[config.mk]
export PLATFORM = sky130hd
export DESIGN_NAME = vec_elem_seq
export DESIGN_NICKNAME = d
export VERILOG_FILES = /design/src/rtl/vseq_pkg.sv /design/src/rtl/vseq_pred_mask.sv /design/src/rtl/vseq_reg_step.sv /design/src/rtl/vseq_sign_code.sv /design/src/rtl/vec_elem_seq.sv
export SDC_FILE = /design/constraint.sdc
export NUM_CORES = 1
export LEC_CHECK = 0
export ABC_AREA = 1
export BUFFER_PORTS_ARGS = -buffer_cell sky130_fd_sc_hd__buf_2
export CAP_MARGIN = 10
export CORE_MARGIN = 4
export CORE_UTILIZATION = 54
export DETAILED_ROUTE_END_ITERATION = 10
export HOLD_SLACK_MARGIN = 0.12
export PLACE_DENSITY_LB_ADDON = 0.1
export REMOVE_ABC_BUFFERS = 1
export SYNTH_ARGS = -nofsm -noshare
export SYNTH_HDL_FRONTEND = slang
export SYNTH_HIERARCHICAL = 1
export SYNTH_SLANG_ARGS = --single-unit
[constraint.sdc]
create_clock -name clk -period 4.8 [get_ports clk]
set_input_delay 0.96 -clock clk [delete_from_list [all_inputs] [get_ports clk]]
set_output_delay 0.96 -clock clk [all_outputs]
set_load 0.02 [all_outputs]
[src/rtl/vseq_pkg.sv]
package vseq_pkg;
  typedef enum logic [2:0] {
    PRED_NONE    = 3'd0,
    PRED_INT     = 3'd1,
    PRED_INT_INV = 3'd2,
    PRED_CR      = 3'd3,
    PRED_CR_INV  = 3'd4
  } pred_sel_e;

  localparam logic [2:0] CODE_NEG  = 3'b100;
  localparam logic [2:0] CODE_ZERO = 3'b010;
  localparam logic [2:0] CODE_POS  = 3'b001;
endpackage

[src/rtl/vseq_pred_mask.sv]
module vseq_pred_mask #(
  parameter int VL_MAX = 64,
  parameter int XLEN   = 64
) (
  input  logic [2:0]        pred_sel,
  input  logic [XLEN-1:0]   int_mask,
  input  logic [VL_MAX-1:0] cr_eq,
  output logic [VL_MAX-1:0] elem_mask
);
  import vseq_pkg::*;

  pred_sel_e sel;
  assign sel = pred_sel_e'(pred_sel);

  always_comb begin
    case (sel)
      PRED_INT:     elem_mask = int_mask[VL_MAX-1:0];
      PRED_INT_INV: elem_mask = ~int_mask[VL_MAX-1:0];
      PRED_CR:      elem_mask = cr_eq;
      PRED_CR_INV:  elem_mask = ~cr_eq;
      default:      elem_mask = '1;
    endcase
  end
endmodule

[src/rtl/vseq_reg_step.sv]
module vseq_reg_step #(
  parameter int RW = 7,
  parameter int IW = 6
) (
  input  logic [RW-1:0] base,
  input  logic          is_vec,
  input  logic [IW-1:0] idx,
  output logic [RW-1:0] reg_num
);
  logic [RW-1:0] offset;
  assign offset  = is_vec ? RW'(idx) : '0;
  assign reg_num = base + offset;
endmodule

[src/rtl/vseq_sign_code.sv]
module vseq_sign_code #(
  parameter int XLEN = 64
) (
  input  logic [XLEN-1:0] value,
  output logic [2:0]      code
);
  import vseq_pkg::*;

  always_comb begin
    if (value[XLEN-1])     code = CODE_NEG;
    else if (value == '0)  code = CODE_ZERO;
    else                   code = CODE_POS;
  end
endmodule

[src/rtl/vec_elem_seq.sv]
module vec_elem_seq #(
  parameter int XLEN   = 64,
  parameter int VL_MAX = 64,
  parameter int NREG   = 128,
  localparam int VLW   = $clog2(VL_MAX + 1),
  localparam int IW    = $clog2(VL_MAX),
  localparam int RW    = $clog2(NREG)
) (
  input  logic              clk,
  input  logic              rst_n,
  input  logic              start,
  input  logic [VLW-1:0]    vl,
  input  logic [RW-1:0]     dst_base,
  input  logic [RW-1:0]     srca_base,
  input  logic [RW-1:0]     srcb_base,
  input  logic              dst_vec,
  input  logic              srca_vec,
  input  logic              srcb_vec,
  input  logic [2:0]        pred_sel,
  input  logic              rc_en,
  input  logic [XLEN-1:0]   int_mask,
  input  logic [VL_MAX-1:0] cr_eq,
  output logic              busy,
  output logic              done,
  output logic [RW-1:0]     rd_a_reg,
  output logic [RW-1:0]     rd_b_reg,
  input  logic [XLEN-1:0]   rd_a_data,
  input  logic [XLEN-1:0]   rd_b_data,
  output logic              wr_en,
  output logic [RW-1:0]     wr_reg,
  output logic [XLEN-1:0]   wr_data,
  output logic              cr_we,
  output logic [IW-1:0]     cr_field,
  output logic [2:0]        cr_val
);
  // control state
  logic           busy_q, busy_n;
  logic [IW-1:0]  idx_q, idx_n;
  logic           done_q, done_n;
  logic           cap_en;

  // captured instruction
  logic [VLW-1:0]    vl_q;
  logic [RW-1:0]     d_base_q, a_base_q, b_base_q;
  logic              d_vec_q, a_vec_q, b_vec_q;
  logic              rc_q;
  logic [VL_MAX-1:0] mask_q;

  logic [VL_MAX-1:0] mask_d;
  logic [VLW-1:0]    vl_clamped;
  logic              elem_en;
  logic              last_elem;
  logic [2:0]        sign_code;

  vseq_pred_mask #(.VL_MAX(VL_MAX), .XLEN(XLEN)) u_mask (
    .pred_sel (pred_sel),
    .int_mask (int_mask),
    .cr_eq    (cr_eq),
    .elem_mask(mask_d)
  );

  vseq_reg_step #(.RW(RW), .IW(IW)) u_step_d (
    .base(d_base_q), .is_vec(d_vec_q), .idx(idx_q), .reg_num(wr_reg)
  );
  vseq_reg_step #(.RW(RW), .IW(IW)) u_step_a (
    .base(a_base_q), .is_vec(a_vec_q), .idx(idx_q), .reg_num(rd_a_reg)
  );
  vseq_reg_step #(.RW(RW), .IW(IW)) u_step_b (
    .base(b_base_q), .is_vec(b_vec_q), .idx(idx_q), .reg_num(rd_b_reg)
  );

  assign wr_data = rd_a_data + rd_b_data;

  vseq_sign_code #(.XLEN(XLEN)) u_code (
    .value(wr_data),
    .code (sign_code)
  );

  assign vl_clamped = (vl > VLW'(VL_MAX)) ? VLW'(VL_MAX) : vl;
  assign elem_en    = mask_q[idx_q];
  assign last_elem  = ({1'b0, idx_q} + (IW+1)'(1)) == (IW+1)'(vl_q);

  // next-state logic
  always_comb begin
    busy_n = busy_q;
    idx_n  = idx_q;
    done_n = 1'b0;
    cap_en = 1'b0;
    if (!busy_q) begin
      if (start) begin
        cap_en = 1'b1;
        idx_n  = '0;
        if (vl == '0) done_n = 1'b1;
        else          busy_n = 1'b1;
      end
    end else begin
      if (last_elem || (elem_en && !d_vec_q)) begin
        busy_n = 1'b0;
        done_n = 1'b1;
      end else begin
        idx_n = idx_q + IW'(1);
      end
    end
  end

  // control registers
  always_ff @(posedge clk or negedge rst_n) begin
    if (!rst_n) begin
      busy_q <= 1'b0;
      idx_q  <= '0;
      done_q <= 1'b0;
    end else begin
      busy_q <= busy_n;
      idx_q  <= idx_n;
      done_q <= done_n;
    end
  end

  // instruction capture, enabled at start only
  always_ff @(posedge clk or negedge rst_n) begin
    if (!rst_n) begin
      vl_q     <= '0;
      d_base_q <= '0;
      a_base_q <= '0;
      b_base_q <= '0;
      d_vec_q  <= 1'b0;
      a_vec_q  <= 1'b0;
      b_vec_q  <= 1'b0;
      rc_q     <= 1'b0;
      mask_q   <= '0;
    end else if (cap_en) begin
      vl_q     <= vl_clamped;
      d_base_q <= dst_base;
      a_base_q <= srca_base;
      b_base_q <= srcb_base;
      d_vec_q  <= dst_vec;
      a_vec_q  <= srca_vec;
      b_vec_q  <= srcb_vec;
      rc_q     <= rc_en;
      mask_q   <= mask_d;
    end
  end

  assign busy     = busy_q;
  assign done     = done_q;
  assign wr_en    = busy_q && elem_en;
  assign cr_we    = wr_en && rc_q;
  assign cr_field = idx_q;
  assign cr_val   = sign_code;
endmodule

== Word level (Yosys, flattened, before mapping) ==
Cells that the tools add are included.

* Bits in registers: 104
* Input bits: 294
* Word-level logic and storage cells: 59

* Magnitude comparators: 2
* Add/subtract/negate cells: 6
* Reductions and logical operators: 9
* Mux-type cells: 22
* Equality and inequality tests: 6
* Bitwise logic cells: 2

{| class="wikitable"
|+ Operators by type and width
! kind !! count
|-
| 64-bit one-hot mux with 4 select lines || 1
|-
| 64-bit NOT || 2
|-
| 64-bit adder || 1
|-
| 64-bit logical NOT || 1
|-
| 6-bit 2-to-1 mux || 6
|-
| 7-bit adder || 3
|-
| 1-bit 2-to-1 mux || 11
|-
| 6-bit by 1-bit adder with 7-bit output, second input constant || 1
|-
| 7-bit equality test || 1
|-
| 7-bit greater-than comparator, second input constant || 1
|-
| 7-bit logical NOT || 1
|-
| 6-bit by 7-bit < comparator with 1-bit output, second input constant || 1
|-
| 7-bit 2-to-1 mux || 1
|-
| 6-bit by 1-bit adder with 6-bit output, second input constant || 1
|-
| 1-bit binary-select mux with 6-bit select || 1
|-
| 3-bit by 2-bit equality test with 1-bit output, second input constant || 2
|-
| 3-bit by 1-bit equality test with 1-bit output, second input constant || 1
|-
| 3-bit equality test, second input constant || 1
|-
| 1-bit logical AND || 3
|-
| 3-bit 2-to-1 mux || 1
|-
| 2-bit 2-to-1 mux || 1
|-
| 2-bit != test, second input constant || 1
|-
| 2-bit AND reduction || 1
|-
| 2-bit nonzero test || 1
|-
| other kinds (2) || 2
|}

== Longest topological paths before layout ==
* Depth in word-level cells: 6
* Mapped depth: 20
* Gate-level depth less buffers: 20

== Cells and area by module ==
The synthesis kept the hierarchy.

{| class="wikitable"
|+ Modules (own cells, without submodules)
! module !! cells each !! times used !! area each (um^2) !! seq. area each (um^2)
|-
| vec_elem_seq || 1,557 || 1 || 9,634.2 || 2,602.5
|-
| vseq_pred_mask || 618 || 1 || 2,467.4 || 0.0
|-
| vseq_reg_step || 59 || 3 || 319.1 || 0.0
|-
| vseq_sign_code || 65 || 1 || 251.5 || 0.0
|}

== Least setup slack after synthesis ==
Ideal clock, no wire load.

* Kind: input port to output port
* From: in rd_a_data[0]
* To: out cr_val[0]
* Buffers on the path: 0
* Cell stages on the path: 18
* Path slack: 0.396 ns
* Data required time: 3.840 ns
* Arrival time: 3.444 ns
* Cells stage by stage: ha_1 fa_1 nand3_1 nand2_1 nand2_1 nand2_1 nand3_1 nand2_1 nand3_1 nand2_1 a21oi_1 xor2_1 nor2_1 nand2_1 nor2_1 nand2_1 nor2_1 a21oi_1

* Cells in the longest elaborated chain, start to end: 4

{| class="wikitable"
|+ RTL lines
! element !! RTL line !! text
|-
| from (decl) || vec_elem_seq.sv:27 || <nowiki>input logic [XLEN-1:0] rd_a_data,</nowiki>
|-
| 64-bit adder || vec_elem_seq.sv:72 || <nowiki>assign wr_data = rd_a_data + rd_b_data;</nowiki>
|-
| via wr_data[46] || vec_elem_seq.sv:31 || <nowiki>output logic [XLEN-1:0] wr_data,</nowiki>
|-
| 64-bit logical NOT || vseq_sign_code.sv:11 || <nowiki>else if (value == '0) code = CODE_ZERO;</nowiki>
|-
| 2-bit 2-to-1 mux || vseq_sign_code.sv:11 ||
|-
| 3-bit 2-to-1 mux || vseq_sign_code.sv:10 || <nowiki>if (value[XLEN-1]) code = CODE_NEG;</nowiki>
|-
| to (decl) || vec_elem_seq.sv:34 || <nowiki>output logic [2:0] cr_val</nowiki>
|}

The timed path passes the listed nets, and every way through them passes these cells.

== Worst setup path in the final report ==
* From: in rd_a_data[31]
* To: out cr_val[1]

* Cells in the longest elaborated chain, start to end: 4

{| class="wikitable"
|+ RTL lines
! element !! RTL line
|-
| 64-bit adder * || vec_elem_seq.sv:72
|-
| 64-bit logical NOT || vseq_sign_code.sv:11
|-
| 2-bit 2-to-1 mux || vseq_sign_code.sv:11
|-
| 3-bit 2-to-1 mux * || vseq_sign_code.sv:10
|}

Mark *: on every way between the ends. The rest lies on a longest branch, timed or not.

==> summary.md <==
Summing the areas of all fa, ha and maj instances in the mapped netlist gives 8.31% of the synthesized area. The pin count of the biggest net entering global routing came out at 100. The die covers 27200 sq um.

Summed over its instances, the top area cell type makes up 30.4% of the synthesized netlist area. By startpoint and endpoint, the worst setup path is classified as in2out. The total global routing overflow is 0, and the post-synthesis sequential area ratio is 19.6%. Of all nets on the critical path, the largest fanout is 4. Timing would allow up to 212 MHz. The wire length of the first global-routing pass was 79500 um; the combinational cell fraction of total power was 48.7%. Setup slack closes at 0.0770 ns. The die is 165 um tall.

The simple-gate share of the synthesized area works out to 46.7%. Headroom to the max-slew limit came out at 31.5%. A synthesized cell averages 5.51 sq um.

STA puts the critical path data arrival time at 3.76 ns. The tools report the buffer cell driving the clock tree root as sky130_fd_sc_hd__clkbuf_16. For the remaining antenna violation count after routing, the log shows 0.

The min-delay analysis places its worst path in the category reg2reg. The share of the synthesized netlist area taken by xor and xnor gates is 3.62%. The run gives 0 as the number of antenna violations at the first check in global routing. The tightest hold path in the finished design has a slack of 0.483 ns. At the pin with the least slew margin, the transition time is 1.03 ns.

The most critical setup path has its startpoint at rd_a_data[31]. Number of buffers inserted for hold repair after clock tree synthesis: 0. The worst setup path is launched from an input pin. The floorplan has 57 rows.

The die extent in x is 165 um, and the sequential share of power is 27.8%. Counting every instance in the synthesized netlist gives 2417. Cell accounting for the most synthesized area: sky130_fd_sc_hd__nand2_1.

In this run, the number of DRC markers left after iteration 0 of detailed routing was 1844. The post-synthesis instance area is 13300 sq um, and the ratio of total power to cell area is 191 nW/um^2. CTS built an H-tree with a depth of 3. The async set-reset flop share out of synthesis was 100%.

The final count of negative-setup-slack endpoints is 0, and the hold violation total from the final report is 0. The HPWL after detailed placement is 42700 um. During I/O placement, the number of pins put on the boundary was 392. The flow ran to the end, and the final reports show no timing, DRC or antenna violations.

The tools report the number of diodes as 0. The worst reg2reg path startpoint is cr_field[0]$_DFFE_PN0P_. By area, the combinational part of the netlist is dominated by simple AND/OR/NAND/NOR gates. STA puts the critical path data required time at 3.84 ns. Across the run, the number of max-cap violations was 0. In the final layout, the share of cells above drive strength 1 is 19.7%. The congestion estimate from routability-driven global placement came to 1.09.

TritonCTS built the clock tree. Across all layers, the routed design uses 17300 vias. Core box area: 24300 sq um. Of the total power, the clock network draws 23.5%.

Initial core utilization: 54.7%. The ratio of routed vias to standard cells is 5.46, and the number of clock sinks is 104. Cell internal power was estimated by the tool at 1.78 mW. The insertion delay to the later sink of the worst-skew pair is 0.36 ns, and the clock period minus final worst setup slack is 4.72 ns. Dividing the detail-routed wire length by the instance count gives 16.5 um. The net count of the finished layout is 3220. For this run, the number of Yosys warnings is 6.

Global routing consumed, over all layers together, 36.5% of the routing resources. Synthesis inferred 104 register bits. Before CTS, the worst setup slack after placement is -0.0573 ns.

For this design the total switching power over the nets is 1.37 mW. The most used flip-flop cell after synthesis is sky130_fd_sc_hd__dfrtp_1. From synthesis to final layout, the design area changed by 23.7%. The leakage power came out at 10.2 nW.

Post-synthesis compound-gate area fraction: 9.39%. Yosys mapped the design onto 44 distinct sky130hd cell types. The number of I/O port buffers works out to 391. The detailed-router iteration count before antenna repair was 7. The number of slew-limit violations in the final report came out at 0.

The clock passes through at most 2 buffers. Number of clock buffers inserted by TritonCTS: 9. The origin of the worst min-delay path is mask_q[31]$_DFFE_PN0P_.

By area the synthesized netlist is led by sky130_fd_sc_hd__nand2_1, sky130_fd_sc_hd__dfrtp_1, sky130_fd_sc_hd__inv_1. The setup clock skew after layout is 0.0106 ns, and the fraction of synthesized area in multiplexers is 0%. The number of global-route vias before repair was 15700. After clock tree synthesis, the clock-pin slew on the worst setup and hold paths is 0.08 ns. The fraction of power spent switching nets was 43.4%; the maximum resistive drop on vdd was 0.000161 V. The final critical path takes up 98.4% of the cycle.

After detailed routing, the number of remaining DRC violations is 0. The layout has 2271 filler cells. The number of enable-type register cells in the synthesized netlist works out to 0. The worst setup path is captured at an output pin. After detailed routing, the total wire length is 52300 um.
[kinds of logic (layout without fill, tap and decap cells)]
| family | count (synthesis) | count (layout) |
|---|---|---|
| compound gates | 222 | 222 |
| buf+inv | 411 | 839 |
| flops | 104 | 104 |
| xor+xnor | 55 | 55 |
| simple gates | 1539 | 1539 |
| fa+ha+maj | 86 | 86 |
[power by group through the flow]
stage	sequential, mW	combinational, mW	clock [mW]
after floorplan	0.893	0.827	0
after global placement	0.893	1.46	0
after detailed placement	0.893	1.47	0
after CTS	0.875	1.48	0.744
after global routing	0.875	1.65	0.788
final	0.875	1.53	0.741
[metrics by stage]
stage	std cells	power, mW	utilization, %	area (sq um)	setup TNS (ns)
final	3169	3.15	67.7	16500	0
after floorplan	2353	1.72	-	13000	0
after detailed placement	3151	2.36	65.8	16000	-0.0594
after CTS	3168	3.10	67.0	16300	0
after global placement	3150	2.35	65.7	16000	-0.180
after global routing	3169	3.31	67.7	16500	-0.0129
[state kept, by name, indices dropped and copies added, names as in the netlist]
signal / cells
vl_q: 7
done: 1
mask_q: 64
a_base_q: 7
d_base_q: 7
a_vec_q: 1
rc_q: 1
busy: 1
d_vec_q: 1
b_base_q: 7
cr_field: 6
b_vec_q: 1
[layout make-up]
class                           instances  area [sq um]  area share [%]
Multi-Input combinational cell       1902          9230            56.0
Timing Repair Buffer                  476          2620            15.9
Sequential cell                       104          2600            15.8
Inverter                              347          1310            7.94
Tap cell                              324           405            2.46
Clock buffer                            9           225            1.37
Clock inverter                          7          73.8           0.448
[what timing repair did]
item,4_1_cts,5_1_grt
endpoints found under the setup margin,2,2
buffers inserted,1,1
pin swaps,1,3
hold endpoints to repair,0,0
resized for setup,3,45
[placed cells by master, fill, tap and decap left out, types with 3 or more instances in the layout]
master,instances
sky130_fd_sc_hd__nand4_1,22
sky130_fd_sc_hd__xor2_1,40
sky130_fd_sc_hd__buf_4,84
sky130_fd_sc_hd__ha_2,3
sky130_fd_sc_hd__o21bai_1,8
sky130_fd_sc_hd__dfrtp_1,104
sky130_fd_sc_hd__buf_2,390
sky130_fd_sc_hd__nand2_4,3
sky130_fd_sc_hd__nor3_1,15
sky130_fd_sc_hd__clkbuf_16,9
sky130_fd_sc_hd__o21ai_0,70
sky130_fd_sc_hd__inv_1,345
sky130_fd_sc_hd__o21ai_1,7
sky130_fd_sc_hd__nand2_1,1073
sky130_fd_sc_hd__fa_1,3
sky130_fd_sc_hd__nand3_2,8
sky130_fd_sc_hd__a21oi_4,3
sky130_fd_sc_hd__nand3b_1,3
sky130_fd_sc_hd__o21a_1,5
sky130_fd_sc_hd__o21ai_2,4
sky130_fd_sc_hd__nor2_1,195
sky130_fd_sc_hd__a21boi_0,3
sky130_fd_sc_hd__a21oi_1,88
sky130_fd_sc_hd__a21oi_2,10
sky130_fd_sc_hd__nand2_2,7
sky130_fd_sc_hd__inv_8,3
sky130_fd_sc_hd__a21o_1,7
sky130_fd_sc_hd__a31oi_1,8
sky130_fd_sc_hd__nor2_2,13
sky130_fd_sc_hd__ha_1,79
sky130_fd_sc_hd__nand3_1,188
sky130_fd_sc_hd__xnor2_1,15
[cell usage after synthesis (8+ instances only)]
| cell | n |
|---|---|
| sky130_fd_sc_hd__a21oi_1 | 95 |
| sky130_fd_sc_hd__a31oi_1 | 8 |
| sky130_fd_sc_hd__buf_2 | 32 |
| sky130_fd_sc_hd__clkbuf_1 | 19 |
| sky130_fd_sc_hd__dfrtp_1 | 104 |
| sky130_fd_sc_hd__ha_1 | 82 |
| sky130_fd_sc_hd__inv_1 | 345 |
| sky130_fd_sc_hd__nand2_1 | 1077 |
| sky130_fd_sc_hd__nand3_1 | 189 |
| sky130_fd_sc_hd__nand4_1 | 22 |
| sky130_fd_sc_hd__nor2_1 | 207 |
| sky130_fd_sc_hd__nor3_1 | 16 |
| sky130_fd_sc_hd__o21ai_0 | 75 |
| sky130_fd_sc_hd__o21bai_1 | 8 |
| sky130_fd_sc_hd__xnor2_1 | 15 |
| sky130_fd_sc_hd__xor2_1 | 40 |
[per-layer routing]
layer,track usage [%],share of wire (%),vias to the layer above
met5,0,0,-
met4,13.5,4.1,0
met3,5.04,9.5,145
met2,61.6,47,970
met1,47.5,40,7866
li1,-,-,8325
[worst max-delay path, cell delays in order]
cell and delay, ns:
sky130_fd_sc_hd__buf_2 0.11, sky130_fd_sc_hd__ha_1 0.36, sky130_fd_sc_hd__a21oi_1 0.25, sky130_fd_sc_hd__a21boi_0 0.29, sky130_fd_sc_hd__buf_4 0.17, sky130_fd_sc_hd__o21a_1 0.14
sky130_fd_sc_hd__nor2_1 0.05, sky130_fd_sc_hd__nor2_1 0.16, sky130_fd_sc_hd__nor2_2 0.08, sky130_fd_sc_hd__nor2_1 0.09, sky130_fd_sc_hd__buf_4 0.14, sky130_fd_sc_hd__nand2_1 0.05
sky130_fd_sc_hd__nand2_1 0.06, sky130_fd_sc_hd__nand2_1 0.06, sky130_fd_sc_hd__nor2_1 0.14, sky130_fd_sc_hd__nand2_1 0.07, sky130_fd_sc_hd__nor2_1 0.08, sky130_fd_sc_hd__nand2_1 0.07
sky130_fd_sc_hd__nor2_2 0.15, sky130_fd_sc_hd__and2_1 0.13, sky130_fd_sc_hd__buf_2 0.15
[final timing paths]
check                                     endpoint  slack (ns)  cells after the start
setup / recovery                         cr_val[1]        0.08                     21
hold / removal              mask_q[31]$_DFFE_PN0P_        0.48                      2
setup reg to reg                    busy$_DFF_PN0_        2.06                     12
hold reg to reg             mask_q[31]$_DFFE_PN0P_        0.48                      2
max in group asynchronous   mask_q[44]$_DFFE_PN0P_        3.05                      2
min in group asynchronous  b_base_q[2]$_DFFE_PN0P_        0.68                      1
No activity file was read; power rests on OpenSTA's default activity.
